==> config.mk <==
export PLATFORM = sky130hd
export DESIGN_NAME = refresh_sched
export DESIGN_NICKNAME = d
export VERILOG_FILES = /design/src/rtl/refresh_pkg.sv /design/src/rtl/rfsh_interval_timer.sv /design/src/rtl/rfsh_debt_counter.sv /design/src/rtl/rfsh_busy_timer.sv /design/src/rtl/refresh_sched.sv
export SDC_FILE = /design/constraint.sdc
export NUM_CORES = 1
export LEC_CHECK = 0
export CAP_MARGIN = 20
export CELL_PAD_IN_SITES_DETAIL_PLACEMENT = 1
export CELL_PAD_IN_SITES_GLOBAL_PLACEMENT = 1
export CORE_ASPECT_RATIO = 1.2
export CORE_MARGIN = 3
export CORE_UTILIZATION = 40
export DETAILED_ROUTE_END_ITERATION = 6
export DONT_BUFFER_PORTS = 1
export PLACE_DENSITY = 0.71
export RECOVER_POWER = 50
export SETUP_SLACK_MARGIN = 0.05
export SYNTH_ARGS = -nofsm -noshare
export SYNTH_HDL_FRONTEND = slang
export SYNTH_SLANG_ARGS = --single-unit
==> constraint.sdc <==
create_clock -name clk -period 2.59 [get_ports clk]
set_input_delay 0.259 -clock clk [delete_from_list [all_inputs] [get_ports clk]]
set_output_delay 0.259 -clock clk [all_outputs]
set_load 0.005 [all_outputs]
==> src/rtl/refresh_pkg.sv <==
package refresh_pkg;

  // Next debt value from the current value, an interval mark and an accepted grant.
  function automatic int unsigned debt_step(int unsigned cur, logic mark, logic take,
                                            int unsigned cap);
    if (mark && !take) return (cur >= cap) ? cap : cur + 1;
    if (take && !mark) return (cur == 0) ? 0 : cur - 1;
    return cur;
  endfunction

  // Next value of the busy countdown.
  function automatic int unsigned busy_step(int unsigned cur, logic take, int unsigned len);
    if (take) return len;
    return (cur == 0) ? 0 : cur - 1;
  endfunction

endpackage

==> src/rtl/rfsh_interval_timer.sv <==
module rfsh_interval_timer #(
  parameter int unsigned INTERVAL_CYC = 781
) (
  input  logic clk,
  input  logic rst_n,
  output logic mark
);
  localparam int unsigned IW = (INTERVAL_CYC > 2) ? $clog2(INTERVAL_CYC) : 1;
  localparam logic [IW-1:0] LAST = IW'(INTERVAL_CYC - 1);

  logic [IW-1:0] cnt_q;

  assign mark = (cnt_q == LAST);

  always_ff @(posedge clk) begin
    if (!rst_n)     cnt_q <= '0;
    else if (mark)  cnt_q <= '0;
    else            cnt_q <= cnt_q + 1'b1;
  end


  interval_wrap_chk: assert property (@(posedge clk) disable iff (!rst_n)
    mark |=> (cnt_q == '0));


  interval_advance_chk: assert property (@(posedge clk) disable iff (!rst_n)
    !mark |=> (cnt_q == $past(cnt_q) + 1'b1));
endmodule

==> src/rtl/rfsh_debt_counter.sv <==
module rfsh_debt_counter
  import refresh_pkg::*;
#(
  parameter int unsigned MAX_DEBT = 8
) (
  input  logic clk,
  input  logic rst_n,
  input  logic mark,
  input  logic take,
  output logic owed,
  output logic at_cap
);
  localparam int unsigned DW = $clog2(MAX_DEBT + 1);
  localparam logic [DW-1:0] CAP = DW'(MAX_DEBT);

  logic [DW-1:0] debt_q;

  always_ff @(posedge clk) begin
    if (!rst_n) debt_q <= '0;
    else        debt_q <= DW'(debt_step(int'(debt_q), mark, take, MAX_DEBT));
  end

  assign owed   = (debt_q != '0);
  assign at_cap = (debt_q == CAP);


  debt_bound_chk: assert property (@(posedge clk) disable iff (!rst_n)
    debt_q <= CAP);


  debt_collide_chk: assert property (@(posedge clk) disable iff (!rst_n)
    (mark && take) |=> $stable(debt_q));


  debt_take_chk: assert property (@(posedge clk) disable iff (!rst_n)
    (take && !mark) |=> (debt_q == $past(debt_q) - 1'b1));


  debt_sat_chk: assert property (@(posedge clk) disable iff (!rst_n)
    (mark && !take && debt_q == CAP) |=> (debt_q == CAP));
endmodule

==> src/rtl/rfsh_busy_timer.sv <==
module rfsh_busy_timer
  import refresh_pkg::*;
#(
  parameter int unsigned TRFC_CYC = 12
) (
  input  logic clk,
  input  logic rst_n,
  input  logic take,
  input  logic grant_raw,
  output logic busy
);
  localparam int unsigned BW = $clog2(TRFC_CYC + 1);

  logic [BW-1:0] left_q;

  always_ff @(posedge clk) begin
    if (!rst_n) left_q <= '0;
    else        left_q <= BW'(busy_step(int'(left_q), take, TRFC_CYC));
  end

  assign busy = (left_q != '0);


  busy_start_chk: assert property (@(posedge clk) disable iff (!rst_n)
    take |=> busy);


  busy_no_extend_chk: assert property (@(posedge clk) disable iff (!rst_n)
    (busy && grant_raw) |=> (left_q == $past(left_q) - 1'b1));


  busy_take_idle_chk: assert property (@(posedge clk) disable iff (!rst_n)
    take |-> !busy);
endmodule

==> src/rtl/refresh_sched.sv <==
module refresh_sched #(
  parameter int unsigned INTERVAL_CYC = 781,
  parameter int unsigned TRFC_CYC     = 12,
  parameter int unsigned MAX_DEBT     = 8
) (
  input  logic clk,
  input  logic rst_n,
  input  logic rfsh_grant,
  output logic rfsh_req,
  output logic rfsh_urgent,
  output logic rfsh_busy,
  output logic rfsh_cke_hold
);
  // Named internal events
  logic ev_mark;
  logic ev_take;
  logic owed;
  logic at_cap;
  logic busy;

  assign ev_take = rfsh_grant && owed && !busy;

  rfsh_interval_timer #(.INTERVAL_CYC(INTERVAL_CYC)) u_timer (
    .clk(clk), .rst_n(rst_n), .mark(ev_mark)
  );

  rfsh_debt_counter #(.MAX_DEBT(MAX_DEBT)) u_debt (
    .clk(clk), .rst_n(rst_n), .mark(ev_mark), .take(ev_take),
    .owed(owed), .at_cap(at_cap)
  );

  rfsh_busy_timer #(.TRFC_CYC(TRFC_CYC)) u_busy (
    .clk(clk), .rst_n(rst_n), .take(ev_take), .grant_raw(rfsh_grant), .busy(busy)
  );

  assign rfsh_req      = owed;
  assign rfsh_urgent   = at_cap;
  assign rfsh_busy     = busy;
  assign rfsh_cke_hold = busy;


  urgent_implies_req_chk: assert property (@(posedge clk) disable iff (!rst_n)
    rfsh_urgent |-> rfsh_req);


  idle_grant_ignored_chk: assert property (@(posedge clk) disable iff (!rst_n)
    (rfsh_grant && !rfsh_req && !rfsh_busy) |=> !rfsh_busy);


  reset_quiet_chk: assert property (@(posedge clk)
    !rst_n |=> (!rfsh_req && !rfsh_busy));
endmodule

Word-level counts from Yosys, hierarchy flattened:

Cells that the tools add are included.

* add/sub/neg operators: 4
* $lt $le $gt $ge: 1
* eq/ne operators: 2
* mux-type cells: 16
* bitwise logic cells: 1
* reduce and logical (&&, ||, !) cells: 13

Operators with widths (number)
* $mux W4: 9
* $add A10 B1 Y10 const B: 1
* $eq A10 B10 Y1 const B: 1
* $logic_not A4 Y1: 2
* $reduce_bool A4 Y1: 2
* $sub A4 B1 Y4 const B: 2
* $mux W1: 7
* $add A4 B1 Y4 const B: 1
* $eq A4 B4 Y1 const B: 1
* $ge A4 B4 Y1 const B: 1
* $logic_and A1 B1 Y1: 4
* $logic_not A1 Y1: 3
* $reduce_bool A2 Y1: 1
* $reduce_or A2 Y1: 1
* $not A1 Y1: 1

* register bits after elaboration: 18
* logic and storage cells: 40

Depth between registers and ports, before layout:

Gate-level depths: netlist of the first run.

* depth after elaboration: 11
* gate-level depth with buffers: 11

Hierarchy:

A second synthesis of the first run with hierarchy kept.

* cells, all modules: 113
* area total of the unflattened synthesis: 1028.5 um^2

By module, submodules not included
* rfsh_interval_timer: times used 1, cells an instance 53, area an instance 484.2 um^2, seq. area each 200.2 um^2
* rfsh_debt_counter: times used 1, cells an instance 39, area an instance 352.8 um^2, seq. area each 80.1 um^2
* rfsh_busy_timer: times used 1, cells an instance 19, area an instance 175.2 um^2, seq. area each 80.1 um^2
* refresh_sched: times used 1, cells an instance 2, area an instance 16.3 um^2, seq. area each 0.0 um^2

Least setup slack after synthesis of the first run:

OpenSTA, ideal clock, no wires.

* kind: flip-flop to flip-flop
* from: reg u_debt.debt_q[0]
* to: reg u_debt.debt_q[3]
* setup time: 123 ps
* arrival: 2163 ps
* required time: 2467 ps
* slack: 304 ps
* stages on the path, launching flop included: 12
* path buffers: 2
* cell sequence: dfxtp_1 inv_1 ha_1 or3b_1 clkbuf_1 nand4_1 inv_1 ha_1 clkbuf_1 and4b_1 o22ai_1 o22ai_1

* longest elaborated chain between the ends: 9
* elaborated cells on any way between the ends: 22
* those cells by class: 2 x add/sub; 1 x order compare; 11 x mux; 8 x reduce/logical

RTL lines
* from (decl): line rfsh_debt_counter.sv:16 `logic [DW-1:0] debt_q;`
* from (signal assigned): line rfsh_debt_counter.sv:20 `else debt_q <= DW'(debt_step(int'(debt_q), mark, take, MAX_DEBT));`
* $reduce_bool A4 Y1 (*): line rfsh_debt_counter.sv:23 `assign owed = (debt_q != '0);`
* net rfsh_req: line refresh_sched.sv:9 `output logic rfsh_req,`
* $logic_and A1 B1 Y1 (*) (2 in series): line refresh_sched.sv:21 `assign ev_take = rfsh_grant && owed && !busy;`
* $logic_not A1 Y1: line refresh_pkg.sv:6 `if (mark && !take) return (cur >= cap) ? cap : cur + 1;`
* $logic_and A1 B1 Y1: line refresh_pkg.sv:6
* $mux W4: line refresh_pkg.sv:6
* $mux W4: line refresh_pkg.sv:7 `if (take && !mark) return (cur == 0) ? 0 : cur - 1;`
* $mux W4: line refresh_pkg.sv:8 `return cur;`
* $mux W4: line refresh_pkg.sv:7

Mark *: on every way through the listed nets, which the timed path passes. The rest lies on a longest branch. The select of a mux whose other input is x is not followed.
A chain may end at the register's enable or synchronous reset.

Final worst setup path of the first run:

* from: reg u_debt.debt_q[0]
* to: reg u_debt.debt_q[3]

* longest elaborated chain between the ends: 9
* elaborated cells on any way between the ends: 22
* those cells by class: 2 x add/sub; 1 x order compare; 11 x mux; 8 x reduce/logical

RTL lines
* parallel branches: the longest is 9 deep, another holds $add A4 B1 Y4

Parallel ways; which one is timed is not known. The select of a mux whose other input is x is not followed.

==> summary.md, run 1 <==
| Metric | Value |
|---|---|
| Clk buf depth | 2 |
| Iter 0 DRT Violations | 14 |
| Number of remaining DRC errors | 0 |
| CTS root buffer | clkbuf_4 |
| I/O pins | 7 |
| Worst hold stages | 2 |
| Die footprint | around 3100 um^2 |
| Max-cap violations | 0 |
| CTS tree | done |
| R2R depth | 9 |
| Core Util, Final | 45.1% |
| 1st-pass router iterations | 4 |
| Hold path start | rfsh_grant |
| Status | finished clean |
| Slew Limit Fails | 0 |
| Seq/Total Area, Yosys | 35.9% |
| CP Capture Type | flip-flop |
| Leak | 0.400 nW |
| HP Class | input pin to flip-flop |
| Placed cells | 144 |
| Crit path required time | about 2800 ps |
| Critical path's top delay family | simple AND/OR/NAND/NOR gates |
| Routed WL | 2120 um |
| Final hold vios | 0 |
| Yosys reg bits | 18 |
| Setup tns final | 0 ps |
| CP Launch Type | flip-flop |
| Worst-Margin Slew | 832 ps |
| Worst path cell trace | inv_1, ha_1, or3b_1, nand4_1, inv_1, ha_1, and4b_1, o22ai_1, o22ai_1 |
| Core Box Area | 2330 um^2 |
| Met2 Use GR | 30.5% |
| Post-Syn Area | between 1000 and 1500 um^2 |
| Antenna viol nets, final | 0 |
| PD cells | 581 nW/um^2 |
| Fin crit period | 2350 ps |
| IO buf count | 0 |
| Total power draw | 0.610 mW |
| Busiest layer in global routing | met2 |
| Post-cts repair resize count | 0 |
| Syn Inst Count | 116 |
| First-pass GRT wire length | 3910 um |
| Design Area, Final | 1050 um^2 |
| Largest net degree at the start of global routing | 11 |
| Reg-to-Reg Start | u_debt.debt_q[0]$_SDFFE_PN0P_ |
| Met3 GRT Util | 2.95% |
| Initial Util | 43.1% |
| Share of layout cells above drive strength 1 | ~7.7% |
| Hold-fix buffers at CTS | 0 |
| Wire per inst | 14.3 um |
| Fin cells | about 150 |
| CTS Sinks | 18 |
| FF-to-FF setup slack | approximately 240 ps |
| Count of final setup violators | 0 |
| WHS Endpoint | u_busy.left_q[2]$_SDFF_PN0_ |
| Unrepaired setup endpoints after global routing | false |
| Max FO, Critical Path | 8 |
| Syn Nets | roughly 130 |
| Critical path type | flip-flop to flip-flop |
| Tcrit/Tclk final | 90.7% |
| Max Fclk | roughly 430 MHz |
| Die width | 51.7 um |
| Number of synthesis warnings | 0 |
| Antenna violations before repair | 0 |
| Site row count | 19 |
| Layout area overhead | 4.74% |
| Worst-path clk slew | 100 ps |
| Syn Area/Cell | 8.65 um^2 |
| Area after DPL | about 1000 um^2 |
| GRT Residual Overflow | 0 |
| Vias post-DR | 842 |
| # diodes | 0 |
| Nets | approximately 130 |
| Synth cell types | 37 |
| Dpl hpwl | 1610 um |
| Die H | 60.9 um |
| Global Route met1 Usage | between 10% and 20% |
| Crit path buffers/inverters | 2 |
| GRT Total Usage | 16.5% |
| Crit-path max cell delay | 440 ps |
| CP max-delay cell | ha_1 |
| WP data arrival | 2520 ps |
| Critical R2R Capture | u_debt.debt_q[3]$_SDFFE_PN0P_ |
| H-tree depth | 1 |
| Relative slew slack | around 44% |
| Gpl congestion | 0.755 |
| Setup Buffers After CTS | 0 |
| Worst vdd ir | ~480 uV |
| Number of global-route vias before repair | 910 |
| Routed vias/inst | roughly 5.7 |
| Clk_skew | 5.93 ps |
| Total CTS buffers | 3 |
| Clock latency on the worst-skew pair | 290 ps |
[cell usage in the layout (no fill, tap or decap), drive strengths merged, types with 3 or more instances in the layout]
cell,Yosys,layout
nor3,3,3
nand3,5,5
nor2,10,10
nand2b,3,3
nand2,7,7
ha,7,7
nand4,3,3
o21ai,4,4
clkbuf,2,5
dfxtp,18,18
or3,5,5
xor2,3,3
inv,12,12
a21oi,9,9
[registers in the layout, summed over array words and instances (netlist names)]
| register | cells |
|---|---|
| u_timer.cnt_q | 10 |
| u_busy.left_q | 4 |
| u_debt.debt_q | 4 |
[metal layers]
metal,wire [um],part of all wire (%)
met5,0,0
met4,44,2.1
met3,51,2.4
met2,1100,52
met1,923,44
[cell usage after synthesis]
library cell	number	area (um^2)
xnor2_1	2	17.5
or3b_1	2	17.5
or3_1	4	25.0
o22ai_1	2	12.5
and3_1	1	6.26
nand2b_1	2	12.5
or4_1	1	7.51
dfxtp_1	18	360
a21oi_1	9	45.0
o41ai_4	1	27.5
or3_4	1	11.3
nor3_1	3	15.0
o31ai_1	1	7.51
buf_4	1	7.51
o2111ai_1	1	8.76
o221a_2	1	11.3
nand2_1	7	26.3
or4_4	1	11.3
inv_1	12	45.0
buf_2	1	5.00
o32ai_1	1	8.76
a211oi_1	1	7.51
nand4b_1	1	8.76
nand3_1	5	25.0
mux2i_1	2	20.0
nor2_1	10	37.5
clkbuf_1	2	7.51
nor2b_1	1	6.26
and4b_1	1	10.0
nand3b_1	1	7.51
o21ai_0	4	20.0
nand4_1	3	18.8
a311oi_1	1	8.76
nand2b_4	1	13.8
xor2_1	3	26.3
ha_1	7	87.6
a221oi_1	1	8.76
[stage by stage]
step,worst slack (ps),hold slack (ps)
2_1_floorplan,304,397
3_3_place_gp,369,411
3_5_place_dp,256,414
4_1_cts,231,83.6
5_1_grt,113,72.4
6_report,241,100
[logic make-up (layout without fill, tap and decap cells)]
kind of cell	after synthesis	in the layout	synth area share (%)
buffers and inverters	16	17	6.48
AO/OA/AOI/OAI	23	23	16.6
flip-flops	18	18	35.9
multiplexers	2	2	2.00
XOR/XNOR	5	5	4.36
adder cells (fa/ha/maj)	7	7	8.73
AND/OR/NAND/NOR	45	45	25.9
[worst register-to-register path, stage by stage, from the launching register on]
cell     delay, ps
dfxtp_1        380
inv_1           80
ha_1           230
or3b_1         410
nand4_1        170
inv_1           70
ha_1           440
and4b_1        240
o22ai_1        140
o22ai_1        100
[cell type report]
cell class | instances | area (um^2)
Timing Repair Buffer | 1 | 3.75
Fill cell | 304 | 1280
Inverter | 12 | 45.0
Sequential cell | 18 | 360
Tap cell | 31 | 38.8
Multi-Input combinational cell | 82 | 567
Clock buffer | 4 | 36.3
[report_power, final]
part | total, mW | leakage [nW] | switching [mW] | internal (mW)
clock network | 0.169 | 0.0210 | 0.0837 | 0.0856
logic | 0.117 | 0.233 | 0.0657 | 0.0512
registers | 0.324 | 0.146 | 0.0236 | 0.300
total | 0.610 | 0.400 | 0.173 | 0.437
[how the worst max path moves through the flow]
stage / to / slack [ps] / depth (start not counted) / from
final: u_debt.debt_q[3]$_SDFFE_PN0P_ / 240 / 9 / u_debt.debt_q[0]$_SDFFE_PN0P_
after CTS: u_debt.debt_q[3]$_SDFFE_PN0P_ / 230 / 9 / u_debt.debt_q[0]$_SDFFE_PN0P_
after floorplan: u_debt.debt_q[3]$_SDFFE_PN0P_ / 300 / 11 / u_debt.debt_q[0]$_SDFFE_PN0P_
after global placement: u_debt.debt_q[3]$_SDFFE_PN0P_ / 370 / 9 / u_debt.debt_q[0]$_SDFFE_PN0P_
after global routing: u_debt.debt_q[3]$_SDFFE_PN0P_ / 110 / 9 / u_debt.debt_q[0]$_SDFFE_PN0P_
after detailed placement: u_debt.debt_q[3]$_SDFFE_PN0P_ / 260 / 9 / u_debt.debt_q[0]$_SDFFE_PN0P_
Note: power is estimated with default switching activity, not from simulation.
==> inputs of run 2 (changes only) <==
--- a/config.mk
+++ b/config.mk
@@ -18,4 +18,5 @@
 export SETUP_SLACK_MARGIN = 0.05
 export SYNTH_ARGS = -nofsm -noshare
 export SYNTH_HDL_FRONTEND = slang
+export SYNTH_HIERARCHICAL = 1
 export SYNTH_SLANG_ARGS = --single-unit
==> run 2 against run 1 <==
  * Non-clock buffer count grew 2
  * Fmax down 3.9%
  * Final cell count rose by 1.4%
  * Global-route usage fell by 2.2 points
  * Power is 23% lower
  * Sequential share of layout area decreased by 2.0 points
  * Critical path type unchanged
  * Highest routed layer unchanged
==> summary.md, run 2 <==
| Metric | Value |
|---|---|
| Status | finished clean |
| Critical path type | flip-flop to flip-flop |
| Routed vias/inst | 5.46 |
| Largest net degree at the start of global routing | 11 |
| Slew Limit Fails | 0 |
| Wire per inst | ~13 um |
| GRT Total Usage | between 10 and 15% |
| Number of remaining DRC errors | 0 |
| Relative slew slack | 37.3% |
| Unrepaired setup endpoints after global routing | false |
| GRT Residual Overflow | 0 |
| Vias post-DR | 819 |
| Largest register FFs | 10 |
| Max FO, Critical Path | 7 |
| First-pass GRT wire length | about 3400 um |
| Iter 0 DRT Violations | 10 |
| Post-synth top flop | dfxtp_1 |
| Commonest cells after routing, fill and taps aside | dfxtp_1 (18), inv_1 (14), nor2_1 (10), ha_1 (7), a21oi_1 (6) |
| Core Util, Final | a little under half |
| Seq pwr share | 60.5% |
| Layout area overhead | 8.64% |
| 1st-pass router iterations | 4 |
| Die footprint | ~3200 um^2 |
| Max Fclk | 409 MHz |
| Clk_skew | 5.36 ps |
| Worst path cell trace | inv_1, ha_1, or3b_4, and3b_2, inv_1, ha_1, nand2b_1, o311ai_1, o211a_1 |
| Complex-gate fraction of the synthesized area | 17.8% |
| Share of layout cells above drive strength 1 | 18.5% |
| CP max-delay cell | or3b_4 |
| Nets | 130 |
| Commonest non-fill, non-tap cell in the layout | dfxtp_1 |
| Clk buf depth | 2 |
| Syn Area/Cell | 9.10 um^2 |
| Final hold vios | 0 |
| Switching power | 0.0972 mW |
| Max-cap violations | 0 |
| Ys async rst share | 0% |
| Yosys reg bits | 18 |
| Fin crit period | 2450 ps |
| Number of global-route vias before repair | 821 |
| PD cells | 421 nW/um^2 |
| Routed WL | between 2000 and 2500 um |
| Worst hold stages | 1 |
| Count of final setup violators | 0 |
| Tcrit/Tclk final | 94.4% |
| IO buf count | 0 |
| Largest family of logic cells by synthesized area | simple AND/OR/NAND/NOR gates |
| Design Area, Final | 1120 um^2 |
| Placed cells | 146 |
| Syn Nets | 123 |
| Adder-cell share of the synthesized area | 8.52% |
| I/O pins | 7 |
| Syn Inst Count | roughly 110 |
| Total CTS buffers | 3 |
| R2R depth | 9 |
| CP Launch Type | flip-flop |
| Core Box Area | 2380 um^2 |
| Die width | 52.3 um |
| Antenna viol nets, final | 0 |
| Seq/Total Area, Yosys | a little over a third |
| Site row count | 19 |
| Antenna violations before repair | 0 |
| CP Capture Type | flip-flop |
| Worst-path clk slew | 100 ps |
| Post-Syn Area | 1030 um^2 |
| Top cells by count, synth | dfxtp_1 (18), inv_1 (14), nor2_1 (10), ha_1 (7), a21oi_1 (6) |
| Largest cells by area after synthesis | dfxtp_1 (35%), ha_1 (8.5%), inv_1 (5.1%), nor2_1 (3.6%), a21oi_1 (2.9%) |
| CTS Sinks | 18 |
| CTS tree | done |
| Multiplexer area fraction after synthesis | ~1.1% |
| Crit-path max cell delay | 430 ps |
| Crit path required time | 2830 ps |
| Synth cell types | 38 |
| Pint | 0.373 mW |
| Synth Area in Simple Gates | 28.3% |
| Count leader, synth | dfxtp_1 |
| Combinational Power Share | under 10% |
| Biggest register | u_timer/cnt_q |
| Synth Area in XOR/XNOR | 3.41% |
| EDFF count, synth | 0 |
| Top Registers | u_timer/cnt_q (10), u_busy/left_q (4), u_debt/debt_q (4) |
| Fin cells | 150 |
| Largest area contributor in the synthesized netlist | dfxtp_1 |
| Clock latency on the worst-skew pair | 290 ps |
| Worst hold slack | 82.1 ps |
| Number of synthesis warnings | 6 |
| Dpl hpwl | 1540 um |
| Synth top area share | a little over a third |
| HP Class | input pin to flip-flop |
| Gpl congestion | roughly 0.73 |
| CTS root buffer | clkbuf_4 |
| # diodes | 0 |
| Area after DPL | 1080 um^2 |
| Setup tns final | 0 ps |
| Worst vdd ir | 281 uV |
| Worst-Margin Slew | 931 ps |
| WP data arrival | 2690 ps |
| Initial Util | 43.3% |
| Die H | 61.5 um |
| H-tree depth | 1 |
| Leak | ~0.43 nW |
| Clock group share of total power | ~36% |
| Net Sw Frac | 20.7% |
-- run 2: cell types whose count changed in the layout (fill, tap and decap cells not counted), moves of 3 or more --
cell	delta
buf_4	+3
nand4_1	-3
a21oi_1	-3
or3_1	-3
or3_2	+3
o21a_1	+3
nand3b_1	+3
-- run 2: cell families (layout without fill, tap and decap cells) --
kind of cell    Yosys count  in the layout
buf+inv                  15             21
fa+ha+maj                 7              7
mux                       1              1
simple gates             45             45
compound gates           23             23
xor+xnor                  4              4
flops                    18             18
-- run 2: final timing paths --
check,start,end,slack (ps)
setup / recovery,u_busy/left_q[0]$_SDFF_PP0_,u_debt/debt_q[1]$_SDFFE_PN0P_,140
hold / removal,rst_n,u_debt/debt_q[3]$_SDFFE_PN0P_,80
setup reg to reg,u_busy/left_q[0]$_SDFF_PP0_,u_debt/debt_q[1]$_SDFFE_PN0P_,140
hold reg to reg,u_busy/left_q[0]$_SDFF_PP0_,u_busy/left_q[0]$_SDFF_PP0_,450
-- run 2: timing repair --
| action | 4_1_cts | 5_1_grt |
|---|---|---|
| hold buffers | 0 | 0 |
| setup buffers | 0 | 0 |
| setup endpoints to repair | 0 | 3 |
| resized for setup | 0 | 3 |
-- run 2: power groups by stage --
stage	sequential, mW	combinational, mW	clock (mW)
2_1_floorplan	0.292	0.0118	0
3_5_place_dp	0.291	0.0189	0
4_1_cts	0.285	0.0189	0.181
6_report	0.285	0.0173	0.169
3_3_place_gp	0.291	0.0175	0
5_1_grt	0.286	0.0211	0.191
-- run 2: metal layers --
| metal | wire [um] | GRT usage (%) | vias to the layer above |
|---|---|---|---|
| li1 | - | - | 412 |
| met1 | 917 | 15.2 | 395 |
| met2 | 989 | 25.9 | 8 |
| met3 | 54 | 2.18 | 4 |
| met4 | 51 | 9.85 | 0 |
| met5 | 0 | 0 | - |
-- run 2: area by class of cell --
| cell class | instances | area [um^2] |
|---|---|---|
| sequential | 18 | 360 |
| timing repair buffer | 3 | 22.5 |
| multi-input combinational | 80 | 607 |
| clock buffer | 4 | 36.3 |
| inverter | 14 | 52.6 |
| tap | 31 | 38.8 |
| fill | 279 | 1260 |
-- run 2: per-stage QoR --
stage	power [mW]	setup slack, ps
2_1_floorplan	0.304	424
3_3_place_gp	0.309	199
3_5_place_dp	0.310	172
4_1_cts	0.484	131
5_1_grt	0.498	63.8
6_report	0.471	145
-- run 2: worst max-delay path: cells and delay by family, from the launching register on --
kind            cells  cell delay (ps)
fa+ha+maj           2              460
flops               1              330
simple gates        3              960
compound gates      2              530
buf+inv             2              110
==> inputs of run 3 (changes only) <==
--- a/config.mk
+++ b/config.mk
@@ -8,7 +8,6 @@
 export CAP_MARGIN = 20
 export CELL_PAD_IN_SITES_DETAIL_PLACEMENT = 1
 export CELL_PAD_IN_SITES_GLOBAL_PLACEMENT = 1
-export CORE_ASPECT_RATIO = 1.2
 export CORE_MARGIN = 3
 export CORE_UTILIZATION = 40
 export DETAILED_ROUTE_END_ITERATION = 6
==> run 3 against run 2 <==
  * Via count is 1.8% lower
  * Wire length is 6.2% higher
  * Final cell count is 3.3% lower
  * Non-clock buffer count is 1 lower
  * Core utilization is 0.17 points higher
  * Sequential cell count stayed put
  * Sequential power hardly changed
  * Fmax is 2.9% higher
  * Clock power is 20% lower
  * Worst setup slack better by 70 ps
  * Hold slack better by 3.0 ps
  * Combinational power hardly changed
  * Critical endpoint is now u_debt/debt_q[3]$_SDFFE_PN0P_
  * Largest power group unchanged
  * Highest routed layer unchanged
==> summary.md, run 3 (same netlist as run 2, synthesis figures left out) <==
| Metric | Value |
|---|---|
| Status | finished clean |
| Nets | 129 |
| Largest register FFs | 10 |
| Number of global-route vias before repair | between 800 and 900 |
| Pint | roughly 0.34 mW |
| Hold-fix buffers at CTS | 0 |
| Worst hold slack | between 80 and 90 ps |
| Die H | 56.7 um |
| Design Area, Final | 1090 um^2 |
| Worst path cell trace | inv_1, ha_1, nor3b_4, inv_1, and3b_1, ha_2, nor4_1, a311o_2, o311a_1 |
| Share of layout cells above drive strength 1 | between 10% and 20% |
| Slew Limit Fails | 0 |
| I/O pins | 7 |
| Leak | 0.424 nW |
| Max FO, Critical Path | 6 |
| Site row count | 17 |
| Final hold vios | 0 |
| Clock latency on the worst-skew pair | approximately 290 ps |
| CTS tree | done |
| Area after DPL | 1070 um^2 |
| Max-cap violations | 0 |
| Switching power | ~0.096 mW |
| Iter 0 DRT Violations | 12 |
| Relative slew slack | 34.5% |
| Crit path buffers/inverters | 2 |
| HP Class | input pin to flip-flop |
| Vias post-DR | 804 |
| Busiest layer in global routing | met2 |
| CTS root buffer | clkbuf_4 |
| Die width | ~57 um |
| Number of remaining DRC errors | 0 |
| Count of final setup violators | 0 |
| Critical path type | flip-flop to flip-flop |
| First-pass GRT wire length | 3840 um |
| Critical Path Most Common Cell | inv_1 |
| Seq pwr share | between 60% and 70% |
| CP max-delay cell | ha_2 |
| Antenna viol nets, final | 0 |
| Setup tns final | 0 ps |
| Core Box Area | between 2000 and 2500 um^2 |
| Wire per inst | approximately 15 um |
| Fin crit period | 2380 ps |
| Routed vias/inst | 5.54 |
| Commonest non-fill, non-tap cell in the layout | dfxtp_1 |
| Unrepaired setup endpoints after global routing | false |
| IO buf count | 0 |
| Total CTS buffers | 3 |
| Worst vdd ir | 364 uV |
| Worst-Margin Slew | slightly below 1000 ps |
| Crit path required time | roughly 2800 ps |
| Dpl hpwl | 1630 um |
| Fillcell total | 275 |
| Global Route met1 Usage | 18.7% |
| Routed WL | 2140 um |
| Clk buf depth | 2 |
| CTS Sinks | 18 |
| H-tree depth | 1 |
| Biggest register | u_timer/cnt_q |
| # diodes | 0 |
| GRT Residual Overflow | 0 |
| Net Sw Frac | a little over a fifth |
| 1st-pass router iterations | 3 |
| Clock group share of total power | 31.0% |
| Die footprint | 3220 um^2 |
| CP Capture Type | flip-flop |
| Pre-CTS WS | between 100 and 150 ps |
| Antenna violations before repair | 0 |
| Gpl congestion | 0.767 |
| Tcrit/Tclk final | 91.7% |
| Commonest cells after routing, fill and taps aside | dfxtp_1 (16), inv_1 (14), nor2_1 (10), ha_1 (6), a21oi_1 (6) |
| Initial Util | 44.4% |
| GRT Total Usage | about 15% |
| Final worst slack | 214 ps |
| Clk_skew | around 6.8 ps |
| Crit-path max cell delay | about 410 ps |
| CP Launch Type | flip-flop |
| Layout area overhead | 6.33% |
| Top Registers | u_timer/cnt_q (10), u_busy/left_q (4), u_debt/debt_q (4) |
| PD cells | 400 nW/um^2 |
| Met2 Use GR | 24.3% |
| Max Fclk | 421 MHz |
| Met3 GRT Util | 3.68% |
| Combinational Power Share | 3.9% |
| WP data arrival | 2550 ps |
| Critical path's top delay family | adder cells |
| Worst-path clk slew | 90 ps |
| FF-to-FF setup slack | around 210 ps |
| Largest net degree at the start of global routing | 11 |
-- run 3: final cells by class --
| class | instances | area [um^2] | area share, % |
|---|---|---|---|
| Timing Repair Buffer | 2 | 15.0 | 1.37 |
| Multi-Input combinational cell | 80 | 606 | 55.4 |
| Sequential cell | 18 | 363 | 33.2 |
| Tap cell | 28 | 35.0 | 3.20 |
| Clock buffer | 3 | 22.5 | 2.06 |
| Inverter | 14 | 52.6 | 4.81 |
-- run 3: timing repair --
| item | CTS | global route |
|---|---|---|
| setup endpoints to repair | 0 | 4 |
| buffers inserted | 0 | 0 |
| hold endpoints to repair | 0 | 0 |
| gates resized for setup | 0 | 4 |
-- run 3: per-stage QoR --
| stage | power, mW | utilization (%) | instances |
|---|---|---|---|
| 2_1_floorplan | 0.304 | - | 113 |
| 3_3_place_gp | 0.309 | 46.2 | 142 |
| 3_5_place_dp | 0.309 | 46.2 | 142 |
| 4_1_cts | 0.447 | 47.2 | 145 |
| 5_1_grt | 0.465 | 47.2 | 145 |
| 6_report | 0.437 | 47.2 | 145 |
-- run 3: final timing paths --
| kind | from | end | cells past startpoint |
|---|---|---|---|
| min | rst_n | u_debt/debt_q[0]$_SDFFE_PN0P_ | 1 |
| min reg2reg | u_busy/left_q[0]$_SDFF_PP0_ | u_busy/left_q[0]$_SDFF_PP0_ | 1 |
| max | u_debt/debt_q[0]$_SDFFE_PN0P_ | u_debt/debt_q[3]$_SDFFE_PN0P_ | 9 |
| max reg2reg | u_debt/debt_q[0]$_SDFFE_PN0P_ | u_debt/debt_q[3]$_SDFFE_PN0P_ | 9 |
-- run 3: per-layer routing --
layer  wire [um]  share of wire [%]  vias to the layer above
met5           0                  0                        -
met4          31                1.5                        0
met3          76                3.6                        4
met2         975                 46                       11
met1        1050                 49                      377
li1            -                  -                      412
-- run 3: power by group through the flow --
stage,registers (mW),logic [mW],clock network (mW)
final,0.285,0.0170,0.135
after global routing,0.286,0.0192,0.160
after CTS,0.285,0.0179,0.144
after detailed placement,0.291,0.0179,0
after global placement,0.292,0.0172,0
after floorplan,0.292,0.0118,0
